`src/rtl/sertx_pkg.sv`:
```
package sertx_pkg;

  localparam int CMD_W = 4;

  localparam logic [CMD_W-1:0] CMD_BRK_ON   = 4'b0110;
  localparam logic [CMD_W-1:0] CMD_BRK_OFF  = 4'b0111;
  localparam logic [CMD_W-1:0] CMD_RTS_LOW  = 4'b1000;
  localparam logic [CMD_W-1:0] CMD_RTS_HIGH = 4'b1001;

  typedef enum logic [1:0] {
    LINE_IDLE,
    LINE_SHIFT,
    LINE_BREAK,
    LINE_MARK
  } lineState_t;

  typedef struct packed {
    logic captureHold;
    logic loadFrame;
    logic advanceBit;
    logic shiftActive;
    logic breakActive;
  } txStrobes_t;

endpackage

```
`src/rtl/sertx_datapath.sv`:
```
module sertx_datapath
  import sertx_pkg::*;
#(
  parameter int TICKS_PER_BIT = 16,
  parameter int DATA_MIN      = 5,
  parameter int DATA_MAX      = 8
) (
  input  logic                clk,
  input  logic                rstN,
  input  logic                bitTick,
  input  logic [((DATA_MAX-DATA_MIN+1) > 1 ? $clog2(DATA_MAX-DATA_MIN+1) : 1)-1:0] cfgDataBits,
  input  logic                cfgParityEn,
  input  logic                cfgParityOdd,
  input  logic [DATA_MAX-1:0] holdData,
  input  txStrobes_t          strobes,
  output logic                boundary,
  output logic                lastBit,
  output logic                txd
);

  localparam int PHASE_W   = (TICKS_PER_BIT > 1) ? $clog2(TICKS_PER_BIT) : 1;
  localparam int FRAME_MAX = DATA_MAX + 3;
  localparam int CNT_W     = $clog2(FRAME_MAX + 1);

  logic [PHASE_W-1:0]   phase;
  logic [DATA_MAX-1:0]  holdReg;
  logic [FRAME_MAX-1:0] shiftReg;
  logic [FRAME_MAX-1:0] frameImg;
  logic [CNT_W-1:0]     bitsLeft;
  logic [CNT_W-1:0]     dataLen;
  logic [CNT_W-1:0]     frameLen;
  logic                 parAcc;

  // free-running bit phase, aligned to reset
  always_ff @(posedge clk or negedge rstN) begin
    if (!rstN) begin
      phase <= '0;
    end else if (bitTick) begin
      if (phase == PHASE_W'(TICKS_PER_BIT - 1)) phase <= '0;
      else                                      phase <= phase + 1'b1;
    end
  end

  assign boundary = bitTick && (phase == PHASE_W'(TICKS_PER_BIT - 1));

  always_ff @(posedge clk or negedge rstN) begin
    if (!rstN)                    holdReg <= '0;
    else if (strobes.captureHold) holdReg <= holdData;
  end

  // complete frame image built from the held character
  assign dataLen  = CNT_W'(DATA_MIN) + CNT_W'(cfgDataBits);
  assign frameLen = dataLen + CNT_W'(2) + CNT_W'(cfgParityEn);

  always_comb begin
    frameImg    = '1;
    frameImg[0] = 1'b0;
    parAcc      = cfgParityOdd;
    for (int i = 0; i < DATA_MAX; i++) begin
      if (CNT_W'(i) < dataLen) begin
        frameImg[i+1] = holdReg[i];
        parAcc        = parAcc ^ holdReg[i];
      end
    end
    if (cfgParityEn) frameImg[dataLen + CNT_W'(1)] = parAcc;
  end

  always_ff @(posedge clk or negedge rstN) begin
    if (!rstN) begin
      shiftReg <= '1;
      bitsLeft <= '0;
    end else if (strobes.loadFrame) begin
      shiftReg <= frameImg;
      bitsLeft <= frameLen;
    end else if (strobes.advanceBit) begin
      shiftReg <= {1'b1, shiftReg[FRAME_MAX-1:1]};
      bitsLeft <= bitsLeft - 1'b1;
    end
  end

  assign lastBit = (bitsLeft == CNT_W'(1));

  assign txd = strobes.breakActive ? 1'b0 :
               (strobes.shiftActive ? shiftReg[0] : 1'b1);


  start_bit_low_chk: assert property (@(posedge clk) disable iff (!rstN)
    strobes.loadFrame |=> !txd);


  line_on_boundary_chk: assert property (@(posedge clk) disable iff (!rstN)
    !boundary |=> $stable(txd));


  bit_count_range_chk: assert property (@(posedge clk) disable iff (!rstN)
    bitsLeft <= CNT_W'(FRAME_MAX));

endmodule

```
`src/rtl/sertx_control.sv`:
```
module sertx_control
  import sertx_pkg::*;
(
  input  logic             clk,
  input  logic             rstN,
  input  logic             boundary,
  input  logic             lastBit,
  input  logic             cmdValid,
  input  logic [CMD_W-1:0] cmdCode,
  input  logic             txEnableStb,
  input  logic             txDisableStb,
  input  logic             holdWrite,
  output txStrobes_t       strobes,
  output logic             txRdy,
  output logic             txEmt,
  output logic             rtsN
);

  lineState_t st, stNext;
  logic enabled, holdFull, emtReg, brkPend, stopPend, rtsReg;
  logic holdAccept, loadNow, advNow, frameDone, disableNow;
  logic cmdBrkOn, cmdBrkOff, cmdRtsLow, cmdRtsHigh;

  assign txRdy      = enabled && !holdFull;
  assign holdAccept = holdWrite && txRdy;
  assign disableNow = txDisableStb && !txEnableStb;
  assign cmdBrkOn   = cmdValid && (cmdCode == CMD_BRK_ON);
  assign cmdBrkOff  = cmdValid && (cmdCode == CMD_BRK_OFF);
  assign cmdRtsLow  = cmdValid && (cmdCode == CMD_RTS_LOW);
  assign cmdRtsHigh = cmdValid && (cmdCode == CMD_RTS_HIGH);

  // line sequencing, evaluated only on bit boundaries
  always_comb begin
    stNext    = st;
    loadNow   = 1'b0;
    advNow    = 1'b0;
    frameDone = 1'b0;
    if (boundary) begin
      unique case (st)
        LINE_IDLE: begin
          if (brkPend && enabled && !holdFull) begin
            stNext = LINE_BREAK;
          end else if (holdFull) begin
            loadNow = 1'b1;
            stNext  = LINE_SHIFT;
          end
        end
        LINE_SHIFT: begin
          if (!lastBit) begin
            advNow = 1'b1;
          end else begin
            frameDone = 1'b1;
            if (brkPend && enabled && !holdFull) stNext = LINE_BREAK;
            else if (holdFull)                   loadNow = 1'b1;
            else                                 stNext = LINE_IDLE;
          end
        end
        LINE_BREAK: begin
          if (stopPend) stNext = LINE_MARK;
        end
        LINE_MARK: begin
          if (holdFull) begin
            loadNow = 1'b1;
            stNext  = LINE_SHIFT;
          end else begin
            stNext = LINE_IDLE;
          end
        end
      endcase
    end
  end

  always_ff @(posedge clk or negedge rstN) begin
    if (!rstN) st <= LINE_IDLE;
    else       st <= stNext;
  end

  always_ff @(posedge clk or negedge rstN) begin
    if (!rstN)            enabled <= 1'b0;
    else if (txEnableStb) enabled <= 1'b1;
    else if (disableNow)  enabled <= 1'b0;
  end

  always_ff @(posedge clk or negedge rstN) begin
    if (!rstN)           holdFull <= 1'b0;
    else if (holdAccept) holdFull <= 1'b1;
    else if (loadNow)    holdFull <= 1'b0;
  end

  always_ff @(posedge clk or negedge rstN) begin
    if (!rstN)                                            emtReg <= 1'b0;
    else if (disableNow)                                  emtReg <= 1'b0;
    else if (holdAccept)                                  emtReg <= 1'b0;
    else if (txEnableStb && st == LINE_IDLE && !holdFull) emtReg <= 1'b1;
    else if (frameDone && !holdFull && enabled)           emtReg <= 1'b1;
  end

  always_ff @(posedge clk or negedge rstN) begin
    if (!rstN)                                        brkPend <= 1'b0;
    else if (disableNow)                              brkPend <= 1'b0;
    else if (stNext == LINE_BREAK && st != LINE_BREAK) brkPend <= 1'b0;
    else if (cmdBrkOff)                               brkPend <= 1'b0;
    else if (cmdBrkOn && enabled && st != LINE_BREAK)  brkPend <= 1'b1;
  end

  always_ff @(posedge clk or negedge rstN) begin
    if (!rstN)                                            stopPend <= 1'b0;
    else if (stNext == LINE_MARK)                         stopPend <= 1'b0;
    else if (st == LINE_BREAK && (cmdBrkOff || disableNow)) stopPend <= 1'b1;
  end

  always_ff @(posedge clk or negedge rstN) begin
    if (!rstN)           rtsReg <= 1'b1;
    else if (cmdRtsLow)  rtsReg <= 1'b0;
    else if (cmdRtsHigh) rtsReg <= 1'b1;
  end

  assign txEmt = emtReg;
  assign rtsN  = rtsReg;

  always_comb begin
    strobes.captureHold = holdAccept;
    strobes.loadFrame   = loadNow;
    strobes.advanceBit  = advNow;
    strobes.shiftActive = (st == LINE_SHIFT);
    strobes.breakActive = (st == LINE_BREAK);
  end


  disable_clears_chk: assert property (@(posedge clk) disable iff (!rstN)
    disableNow |=> !txRdy && !txEmt);


  write_clears_chk: assert property (@(posedge clk) disable iff (!rstN)
    holdAccept |=> !txRdy && !txEmt);


  break_entry_chk: assert property (@(posedge clk) disable iff (!rstN)
    $rose(st == LINE_BREAK) |-> $past(boundary && !holdFull && enabled));


  mark_hold_chk: assert property (@(posedge clk) disable iff (!rstN)
    (st == LINE_MARK && !boundary) |=> st == LINE_MARK);


  rts_low_chk: assert property (@(posedge clk) disable iff (!rstN)
    cmdRtsLow |=> !rtsN);


  rts_high_chk: assert property (@(posedge clk) disable iff (!rstN)
    cmdRtsHigh |=> rtsN);

endmodule

```
`src/rtl/tx_break_channel.sv`:
```
module tx_break_channel
  import sertx_pkg::*;
#(
  parameter int TICKS_PER_BIT = 16,
  parameter int DATA_MIN      = 5,
  parameter int DATA_MAX      = 8,
  localparam int SEL_W = ((DATA_MAX-DATA_MIN+1) > 1) ? $clog2(DATA_MAX-DATA_MIN+1) : 1
) (
  input  logic                clk,
  input  logic                rstN,
  input  logic                bitTick,
  input  logic [SEL_W-1:0]    cfgDataBits,
  input  logic                cfgParityEn,
  input  logic                cfgParityOdd,
  input  logic                cmdValid,
  input  logic [CMD_W-1:0]    cmdCode,
  input  logic                txEnableStb,
  input  logic                txDisableStb,
  input  logic                holdWrite,
  input  logic [DATA_MAX-1:0] holdData,
  output logic                txd,
  output logic                txRdy,
  output logic                txEmt,
  output logic                rtsN
);

  txStrobes_t strobes;
  logic       boundary;
  logic       lastBit;

  sertx_control u_control (
    .clk          (clk),
    .rstN         (rstN),
    .boundary     (boundary),
    .lastBit      (lastBit),
    .cmdValid     (cmdValid),
    .cmdCode      (cmdCode),
    .txEnableStb  (txEnableStb),
    .txDisableStb (txDisableStb),
    .holdWrite    (holdWrite),
    .strobes      (strobes),
    .txRdy        (txRdy),
    .txEmt        (txEmt),
    .rtsN         (rtsN)
  );

  sertx_datapath #(
    .TICKS_PER_BIT (TICKS_PER_BIT),
    .DATA_MIN      (DATA_MIN),
    .DATA_MAX      (DATA_MAX)
  ) u_datapath (
    .clk          (clk),
    .rstN         (rstN),
    .bitTick      (bitTick),
    .cfgDataBits  (cfgDataBits),
    .cfgParityEn  (cfgParityEn),
    .cfgParityOdd (cfgParityOdd),
    .holdData     (holdData),
    .strobes      (strobes),
    .boundary     (boundary),
    .lastBit      (lastBit),
    .txd          (txd)
  );

endmodule

```
`config.mk`:
```
export PLATFORM = sky130hd
export DESIGN_NAME = tx_break_channel
export DESIGN_NICKNAME = d
export VERILOG_FILES = /design/src/rtl/sertx_pkg.sv /design/src/rtl/sertx_datapath.sv /design/src/rtl/sertx_control.sv /design/src/rtl/tx_break_channel.sv
export SDC_FILE = /design/constraint.sdc
export NUM_CORES = 1
export LEC_CHECK = 0
export CORE_MARGIN = 2
export CORE_UTILIZATION = 59
export CTS_BUF_LIST = sky130_fd_sc_hd__clkbuf_4 sky130_fd_sc_hd__clkbuf_8
export DETAILED_ROUTE_END_ITERATION = 6
export DONT_BUFFER_PORTS = 1
export PLACE_DENSITY_LB_ADDON = 0.05
export SETUP_SLACK_MARGIN = 0.1
export SLEW_MARGIN = 20
export SYNTH_ARGS = -nofsm -noshare
export SYNTH_HDL_FRONTEND = slang
export SYNTH_SLANG_ARGS = --single-unit
```
`constraint.sdc`:
```
create_clock -name clk -period 1.8 [get_ports clk]
set_input_delay 0.45 -clock clk [delete_from_list [all_inputs] [get_ports clk]]
set_output_delay 0.45 -clock clk [all_outputs]
set_load 0.02 [all_outputs]
```
## Word-level counts from Yosys, hierarchy flattened

Cells that the tools add are included.

- Reductions and logical operators: 30
- Multiplexer cells: 63
- Equality and inequality tests: 12
- Shift-type cells: 0
- Multipliers: 0
- Bitwise operators: 8
- Add/subtract/negate cells: 6
- Magnitude comparators: 10
- Divide/modulo/power cells: 0

Operators by type and width:

| kind | count |
|---|---|
| two-way mux 1 bit | 46 |
| two-way mux 11 bit | 3 |
| logical AND 1 bit | 19 |
| < comparator 3 x 4 -> 1 bit (first input constant) | 4 |
| two-way mux 2 bit | 7 |
| equality test 4 bit (second input constant) | 3 |
| two-way mux 4 bit | 3 |
| bitwise mux 11 bit | 1 |
| nonzero test 2 bit | 5 |
| adder 4 x 1 -> 4 bit (second input constant) | 2 |
| equality test 2 bit (second input constant) | 4 |
| equality test 4 x 3 -> 1 bit (second input constant) | 2 |
| < comparator 1 x 4 -> 1 bit (first input constant) | 2 |
| < comparator 2 x 4 -> 1 bit (first input constant) | 2 |
| case mux 2 bit (4 select lines) | 1 |
| nonzero test 4 bit | 2 |
| XOR 1 bit | 8 |
| < comparator 4 x 5 -> 1 bit (second input constant) | 1 |
| adder 3 x 2 -> 4 bit (first input constant) | 1 |
| adder 4 x 1 -> 4 bit | 1 |
| adder 4 x 2 -> 4 bit (second input constant) | 1 |
| demux 1 bit (select 4 bit) | 1 |
| equality test 4 x 1 -> 1 bit (second input constant) | 1 |
| greater-or-equal comparator 4 x 1 -> 1 bit (second input constant) | 1 |
| 7 further kinds | 8 |

- Memories: 0
- Bits in read-only memories: 0
- Latch bits: 0
- Output and inout port bits: 4
- Logic and storage cells: 140
- RAM bits: 0
- Bits of input ports: 23
- Register bits after elaboration: 35

## Logic depth before layout (Yosys ltp)

Gate-level depths: netlist of run 1.

- Depth in word-level cells: 20
- Mapped depth: 9

## Modules after synthesis

A second synthesis of run 1 with hierarchy kept.

- Cells, all modules: 194
- Area, all modules: 2029.4 um^2

By module, submodules not included:

| module | area an instance (um^2) | cells an instance | times used |
|---|---|---|---|
| sertx_datapath | 1572.8 | 146 | 1 |
| sertx_control | 456.7 | 48 | 1 |

## Least setup slack after synthesis of run 1

No wires, ideal clock.

- Kind: in2reg
- Start point: input port cfgDataBits[0]
- End point: register u_datapath.shiftReg[6]
- Setup slack: -0.140 ns
- Data arrival time: 1.879 ns
- Required time: 1.739 ns
- Stages on the path: 9
- Cell sequence: inv_1 > ha_1 > inv_1 > ha_1 > nor2b_1 > xnor2_1 > xnor3_2 > a311oi_1 > a221o_1

- Cells in the longest elaborated chain, start to end: 20

Ends and longest elaborated chain:

| element | RTL line | text |
|---|---|---|
| from (decl) | tx_break_channel.sv:12 | `input logic [SEL_W-1:0] cfgDataBits,` |
| adder 3 x 2 -> 4 bit * | sertx_datapath.sv:52 | `assign dataLen = CNT_W'(DATA_MIN) + CNT_W'(cfgDataBits);` |
| < comparator 1 x 4 -> 1 bit | sertx_datapath.sv:60 | `if (CNT_W'(i) < dataLen) begin` |
| two-way mux 1 bit | sertx_datapath.sv:60 |  |
| XOR 1 bit | sertx_datapath.sv:62 | `parAcc = parAcc ^ holdReg[i];` |
| two-way mux 1 bit | sertx_datapath.sv:60 |  |
| XOR 1 bit | sertx_datapath.sv:62 |  |
| two-way mux 1 bit | sertx_datapath.sv:60 |  |
| XOR 1 bit | sertx_datapath.sv:62 |  |
| (+4 left out) | -- |  |
| two-way mux 1 bit | sertx_datapath.sv:60 |  |
| XOR 1 bit | sertx_datapath.sv:62 |  |
| two-way mux 1 bit | sertx_datapath.sv:60 |  |
| XOR 1 bit | sertx_datapath.sv:62 |  |
| two-way mux 1 bit | sertx_datapath.sv:60 |  |
| bitwise mux 11 bit | sertx_datapath.sv:65 | `if (cfgParityEn) frameImg[dataLen + CNT_W'(1)] = parAcc;` |
| two-way mux 11 bit * | sertx_datapath.sv:65 |  |
| two-way mux 11 bit * | sertx_datapath.sv:72 | `end else if (strobes.loadFrame) begin` |
| to (signal assigned) | sertx_datapath.sv:73 | `shiftReg <= frameImg;` |
| to (signal assigned) | sertx_datapath.sv:76 | `shiftReg <= {1'b1, shiftReg[FRAME_MAX-1:1]};` |
| to (decl) | sertx_datapath.sv:27 | `logic [FRAME_MAX-1:0] shiftReg;` |

Mark *: on every way between the ends. The rest lies on a longest branch, timed or not.
A chain may end at the register's enable or synchronous reset.

## Worst setup path after layout of run 1

- Start point: register u_datapath.bitsLeft[0]
- End point: register u_datapath.bitsLeft[3]

- Cells in the longest elaborated chain, start to end: 5

Ends and longest elaborated chain:

| element | RTL line | text |
|---|---|---|
| from (decl) | sertx_datapath.sv:29 | `logic [CNT_W-1:0] bitsLeft;` |
| from (signal assigned) | sertx_datapath.sv:74 | `bitsLeft <= frameLen;` |
| from (signal assigned) | sertx_datapath.sv:77 | `bitsLeft <= bitsLeft - 1'b1;` |
| equality test 4 x 1 -> 1 bit | sertx_datapath.sv:81 | `assign lastBit = (bitsLeft == CNT_W'(1));` |
| two-way mux 1 bit | sertx_control.sv:49 | `if (!lastBit) begin` |
| case mux 1 bit (3 select lines) or two-way mux 1 bit (tied branches) | sertx_control.sv:39 | `unique case (st)` |
| two-way mux 1 bit | sertx_control.sv:38 | `if (boundary) begin` |
| two-way mux 4 bit or nonzero test 2 bit (tied branches) | -- |  |

Parallel ways exist; a longest one is shown, timed or not. The select of a mux whose other input is x is not followed.

==> flow_metrics.tcl, run 1 <==
set metrics [dict create \
    hold_violations 0 \
    drc_errors 0 \
    first_pass_iters 4 \
    wl_met2_um 2370 \
    dp_hpwl_um 3500 \
    highest_layer "met4" \
    synth_area_leader_cell "dfrtp_1" \
    status "finished clean" \
    row_count 21 \
    power.internal_mw 2.18 \
    drtIter0Drc 111 \
    io_pins 27 \
    place_area_um2 2280 \
    power.leakage_nw 1.04 \
    tightest_slew_ns 0.411 \
    yosysMostFrequentCell "dfrtp_1" \
    fin_crit_sh_pct 94.4 \
    core_um2 3360 \
    die_x_um 63.4 \
    nFillCells 247 \
    power.total_mw 3.34 \
    via_count 1647 \
    layout-drive-gt1-share_pct 37.4 \
    arrival_ns 1.97 \
    tns_ns 0 \
    power_frac_seq_pct 43.4 \
    cts_max_level 2 \
    holdCritStartpoint "txEnableStb" \
    grt_pass1_wl_um 7990 \
    ir_drop_mv 0.983 \
    grt_pass1_vias 1747 \
    die-height_um 63.4 \
    dp.cells 259 \
    fin_worst_skew_ns 0.0177 \
    clkTransAtPathRegs_ns 0.12 \
    syn_nets 239 \
    antenna_cells 0 \
    crit_type "reg -> reg" \
    yosys_most_used_dff "dfrtp_1" \
    cts_made_buffers 5 \
    gp_congestion 0.864 \
    yosysUniqueCellTypes 47 \
    synthesis.area_um2 2080 \
    finish.instance_area_um2 2520 \
    crit_start "u_datapath.bitsLeft[0]" \
    clkPwrFrac_pct 15.0 \
    clockBufferDepth 2 \
    worstPathRequired_ns 2.07 \
    clock_latency_ns 0.35 \
    grt_usage_pct 25.6 \
    final_antenna_net_count 0 \
    start_util_pct 61.8 \
    grt_max_degree 36 \
    path_max_fanout 5 \
    ys_warn_count 0 \
    worstSetupEndpointType "flop" \
    final_util_pct 75.1 \
    cts.sinks 35 \
    maxSlewHeadroom_pct 72.5 \
    cts_tree "yes" \
    max_cap_viol_count 0 \
    ys_top_cells_by_count "dfrtp_1, nand2_1, nor2_1" \
    synth_edf_count 0 \
    synth.top_cell.area_share_pct 27.7 \
    avgRoutedWirePerCell_um 16.8 \
    synth_cells 203 \
    stdcell_count 276 \
    drv_slew 0 \
    seq_area_frac_synth_pct 42.9 \
    ys_async_sr_fraction_pct 100 \
    root_buffer "clkbuf_4" \
    period_minus_slack_ns 1.70 \
    netlist_top_cells_area "dfrtp_1, dfstp_2, ha_1" \
    port-buffer-count 0 \
    powerDensity_nw_per_um2 1320 \
    antenna_found_initial 0 \
    wl_met1_um 2030 \
    swShare_pct 34.7 \
    nNetsFinal 265 \
    overflow 0 \
    start_kind "flop" \
    area_delta_synth_final_pct 21.5 \
    finalSetupViolations 0 \
    r2r_start "u_datapath.bitsLeft[0]" \
    vias_per_cell 5.97 \
    dieArea_um2 4010 \
    power.switching_mw 1.16 \
    min_path_type "in -> reg" \
    avgSynthCellArea_um2 10.2 \
    fmax_mhz 588 \
    rsz0062_at_grt "true" \
    pwr-share-comb_pct 41.6 \
    dr_wl_met3_um 141 \
    routed_wl_um 4640 \
    synth-seq-cells 35 \
]
## layout by cell type (no fill, tap or decap), types with 3 or more instances in the layout
cell	instances
a21oi_1	9
a22oi_1	4
a31oi_1	3
buf_4	20
buf_6	4
clkbuf_4	5
dfrtp_1	23
dfstp_2	12
ha_1	8
ha_4	4
inv_1	8
mux2_2	10
nand2_1	13
nand2b_4	3
nand3_1	7
nand3b_1	3
nor2_1	11
nor3_1	4
o21ai_0	7
o21ai_1	9
o22ai_1	5
xnor2_1	5
xor2_1	3
## worst paths after layout
path / end / slack, ns / cells past startpoint
setup / recovery: u_datapath.bitsLeft[3] / 0.1 / 7
hold / removal: u_control.enabled / 0.20 / 1
setup reg to reg: u_datapath.bitsLeft[3] / 0.1 / 7
hold reg to reg: u_datapath.shiftReg[1] / 0.52 / 2
max in group asynchronous: u_datapath.shiftReg[8] / 1.00 / 2
min in group asynchronous: u_datapath.bitsLeft[0] / 0.53 / 2
## flip-flops by register name (all words and copies together), names as in the netlist
register	flops
u_control.brkPend	1
u_control.enabled	1
u_control.holdFull	1
u_control.rtsN	1
u_control.st	2
u_control.stopPend	1
u_control.txEmt	1
u_datapath.bitsLeft	4
u_datapath.holdReg	8
u_datapath.phase	4
u_datapath.shiftReg	11
## layer usage
| layer | vias to the layer above | track usage (%) |
|---|---|---|
| met5 | - | 0 |
| met4 | 0 | 11.7 |
| met3 | 12 | 4.29 |
| met2 | 32 | 42.2 |
| met1 | 805 | 33.0 |
| li1 | 798 | - |
## timing repair
item,in CTS,in global routing
hold endpoints to repair,35,0
endpoints found under the setup margin,16,16
gates cloned,0,0
gates resized for setup,15,12
pin swaps,5,7
buffers inserted,6,1
hold buffers,2,0
## per-stage QoR
step           hold slack (ns)  setup slack [ns]
2_1_floorplan            0.154            0.0133
3_3_place_gp             0.155          -0.00752
3_5_place_dp             0.155           -0.0763
4_1_cts                  0.198            0.0843
5_1_grt                  0.195            0.0159
6_report                 0.201            0.0999
## cell type report
| type | instances | area (µm²) | area share [%] |
|---|---|---|---|
| clock buffers | 7 | 65.1 | 2.58 |
| well taps | 46 | 57.6 | 2.28 |
| multi-input cells | 150 | 1230 | 48.9 |
| inverters | 11 | 43.8 | 1.73 |
| repair buffers | 26 | 225 | 8.92 |
| flip-flops and latches | 35 | 891 | 35.3 |
| clock inverters | 1 | 7.51 | 0.297 |
## cells by family (layout without fill, tap and decap cells)
group,Yosys count,count (layout),synth area share (%)
AO/OA/AOI/OAI,55,55,18.2
AND/OR/NAND/NOR,62,62,16.4
adder cells (fa/ha/maj),13,13,7.83
XOR/XNOR,10,10,5.30
buffers and inverters,18,45,4.03
multiplexers,10,10,5.42
flip-flops,35,35,42.9
## critical path, cell delays in order (launching register included)
cell and delay [ns]:
dfrtp_1 0.43, ha_4 0.17, nor3b_4 0.15, or2_4 0.28, a21oi_2 0.15, buf_4 0.16
o21ai_1 0.08, a22oi_1 0.19
## power by group through the flow
stage               combinational, mW  clock (mW)  sequential, mW
floorplan                        1.00           0            1.37
global placement                 1.16           0            1.42
detailed placement               1.21           0            1.45
CTS                              1.33       0.517            1.43
global route                     1.52       0.546            1.49
finish                           1.39       0.503            1.45
No activity file was read; power rests on OpenSTA's default activity.
==> run 2: changes to the inputs <==
MAX_ROUTING_LAYER = met4   (was not set)
==> run 2 against run 1 <==
Net effect: final area is the same; combinational power is essentially flat; setup slack lost 0.0020 ns; via count grew 0.12%; highest routed layer unchanged.
==> flow_metrics.tcl, run 2 (synthesis gave the netlist of run 1 again) <==
set metrics [dict create \
    die-height_um 63.4 \
    avgRoutedWirePerCell_um 16.8 \
    clkTransAtPathRegs_ns 0.12 \
    place_area_um2 2280 \
    clock_latency_ns 0.35 \
    overflow 0 \
    status "finished clean" \
    gp_congestion 0.878 \
    crit_type "reg -> reg" \
    power.total_mw 3.34 \
    core_um2 3360 \
    fmax_mhz 588 \
    r2r_start "u_datapath.bitsLeft[0]" \
    area_delta_synth_final_pct 21.5 \
    nFillCells 247 \
    port-buffer-count 0 \
    antenna_found_initial 0 \
    path_max_fanout 5 \
    top_register "u_datapath.shiftReg" \
    vias_per_cell 5.97 \
    worstSetupEndpointType "flop" \
    holdCritStartpoint "txEnableStb" \
    io_pins 27 \
    worstPathRequired_ns 2.07 \
    antenna_cells 0 \
    crit_slowest_cell "dfrtp_1" \
    cts_max_level 2 \
    grt_pass1_vias 1749 \
    drc_errors 0 \
    routed_wl_um 4650 \
    hold_violations 0 \
    grt_max_degree 36 \
    min_path_type "in -> reg" \
    fin_crit_sh_pct 94.6 \
    dp_hpwl_um 3500 \
    grt_pass1_wl_um 7990 \
    cts.sinks 35 \
    rsz0062_at_grt "true" \
    via_count 1649 \
    finalSetupViolations 0 \
    fin_hold_ws_ns 0.201 \
    fin_worst_skew_ns 0.0186 \
    crit_start "u_datapath.bitsLeft[0]" \
    powerDensity_nw_per_um2 1320 \
    dp.cells 259 \
    start_util_pct 61.8 \
    final_common_cell "dfrtp_1" \
    root_buffer "clkbuf_4" \
    layout-drive-gt1-share_pct 37.4 \
    first_pass_iters 5 \
    multiInputGateArea_um2 1230 \
    final_util_pct 75.1 \
    cts_tree "yes" \
    row_count 21 \
    finish.instance_area_um2 2520 \
    drtIter0Drc 110 \
    critical_path.max_stage_delay_ns 0.43 \
    tightest_slew_ns 0.404 \
    die_x_um 63.4 \
    final_antenna_net_count 0 \
    clockBufferDepth 2 \
    ir_drop_mv 0.984 \
    stdcell_count 276 \
    dieArea_um2 4010 \
    drv_slew 0 \
    arrival_ns 1.98 \
    crit_chain "ha_4 -> nor3b_4 -> or2_4 -> a21oi_2 -> buf_4 -> o21ai_1 -> a22oi_1" \
    largest_reg_flops 11 \
    nNetsFinal 265 \
    period_minus_slack_ns 1.70 \
    start_kind "flop" \
    seq_area_um2 891 \
    cts_made_buffers 5 \
    maxSlewHeadroom_pct 73.0 \
    power.leakage_nw 1.04 \
    reg_top3 "u_datapath.shiftReg (11), u_datapath.holdReg (8)" \
    grt_usage_pct 26.4 \
    max_cap_viol_count 0 \
    final_cell_mix "dfrtp_1, buf_4, nand2_1" \
]
==> run 2: cell counts in the layout (fill, tap and decap cells not counted) <==
Identical to the previous run, type by type.
==> run 2: repair_timing <==
action | 4_1_cts | 5_1_grt
setup endpoints to repair | 16 | 16
pin swaps | 5 | 7
resized for setup | 15 | 12
hold buffers | 2 | 0
buffers inserted | 6 | 1
hold endpoints to repair | 35 | 0
cloned | 0 | 0
==> run 2: stage by stage <==
stage	setup TNS (ns)	worst slack (ns)
final	0	0.0979
after global routing	0	0.0159
after CTS	0	0.0843
after detailed placement	-0.154	-0.0763
after global placement	-0.00752	-0.00752
after floorplan	0	0.0133
==> run 2: worst max-delay path: cells and delay by family (launching register included) <==
| kind | cells | cell delay (ns) |
|---|---|---|
| adders and majority gates | 1 | 0.17 |
| AOI/OAI and AO/OA | 3 | 0.42 |
| and+or+nand+nor | 2 | 0.43 |
| buffers and inverters | 1 | 0.16 |
| DFF | 1 | 0.43 |
==> run 2: layout make-up <==
type	count	share of cell area, %
inverters	11	1.73
clock inverters	1	0.297
clock buffers	7	2.58
multi-input cells	150	48.9
repair buffers	26	8.92
well taps	46	2.28
flip-flops and latches	35	35.3
==> run 2: worst paths after layout <==
path	slack [ns]	depth (start not counted)	to
min in group asynchronous	0.53	2	u_datapath.bitsLeft[0]
worst max-delay path	0.1	7	u_datapath.bitsLeft[3]
worst min register to register	0.52	2	u_datapath.shiftReg[1]
worst max register to register	0.1	7	u_datapath.bitsLeft[3]
worst min-delay path	0.20	1	u_control.enabled
max in group asynchronous	1.00	2	u_datapath.shiftReg[8]
==> run 2: metal layers <==
layer / wire (µm) / up-vias / GRT usage (%)
li1: - / 799 / -
met1: 2050 / 802 / 33.2
met2: 2350 / 36 / 42.2
met3: 147 / 12 / 4.11
met4: 97 / 0 / 11.7
met5: 0 / - / -
==> run 2: power breakdown <==
group / internal, mW / leakage [nW] / total [mW] / switching (mW)
logic: 0.797 / 0.599 / 1.39 / 0.594
clock network: 0.228 / 0.0375 / 0.503 / 0.274
registers: 1.16 / 0.398 / 1.45 / 0.292
total: 2.18 / 1.04 / 3.34 / 1.16
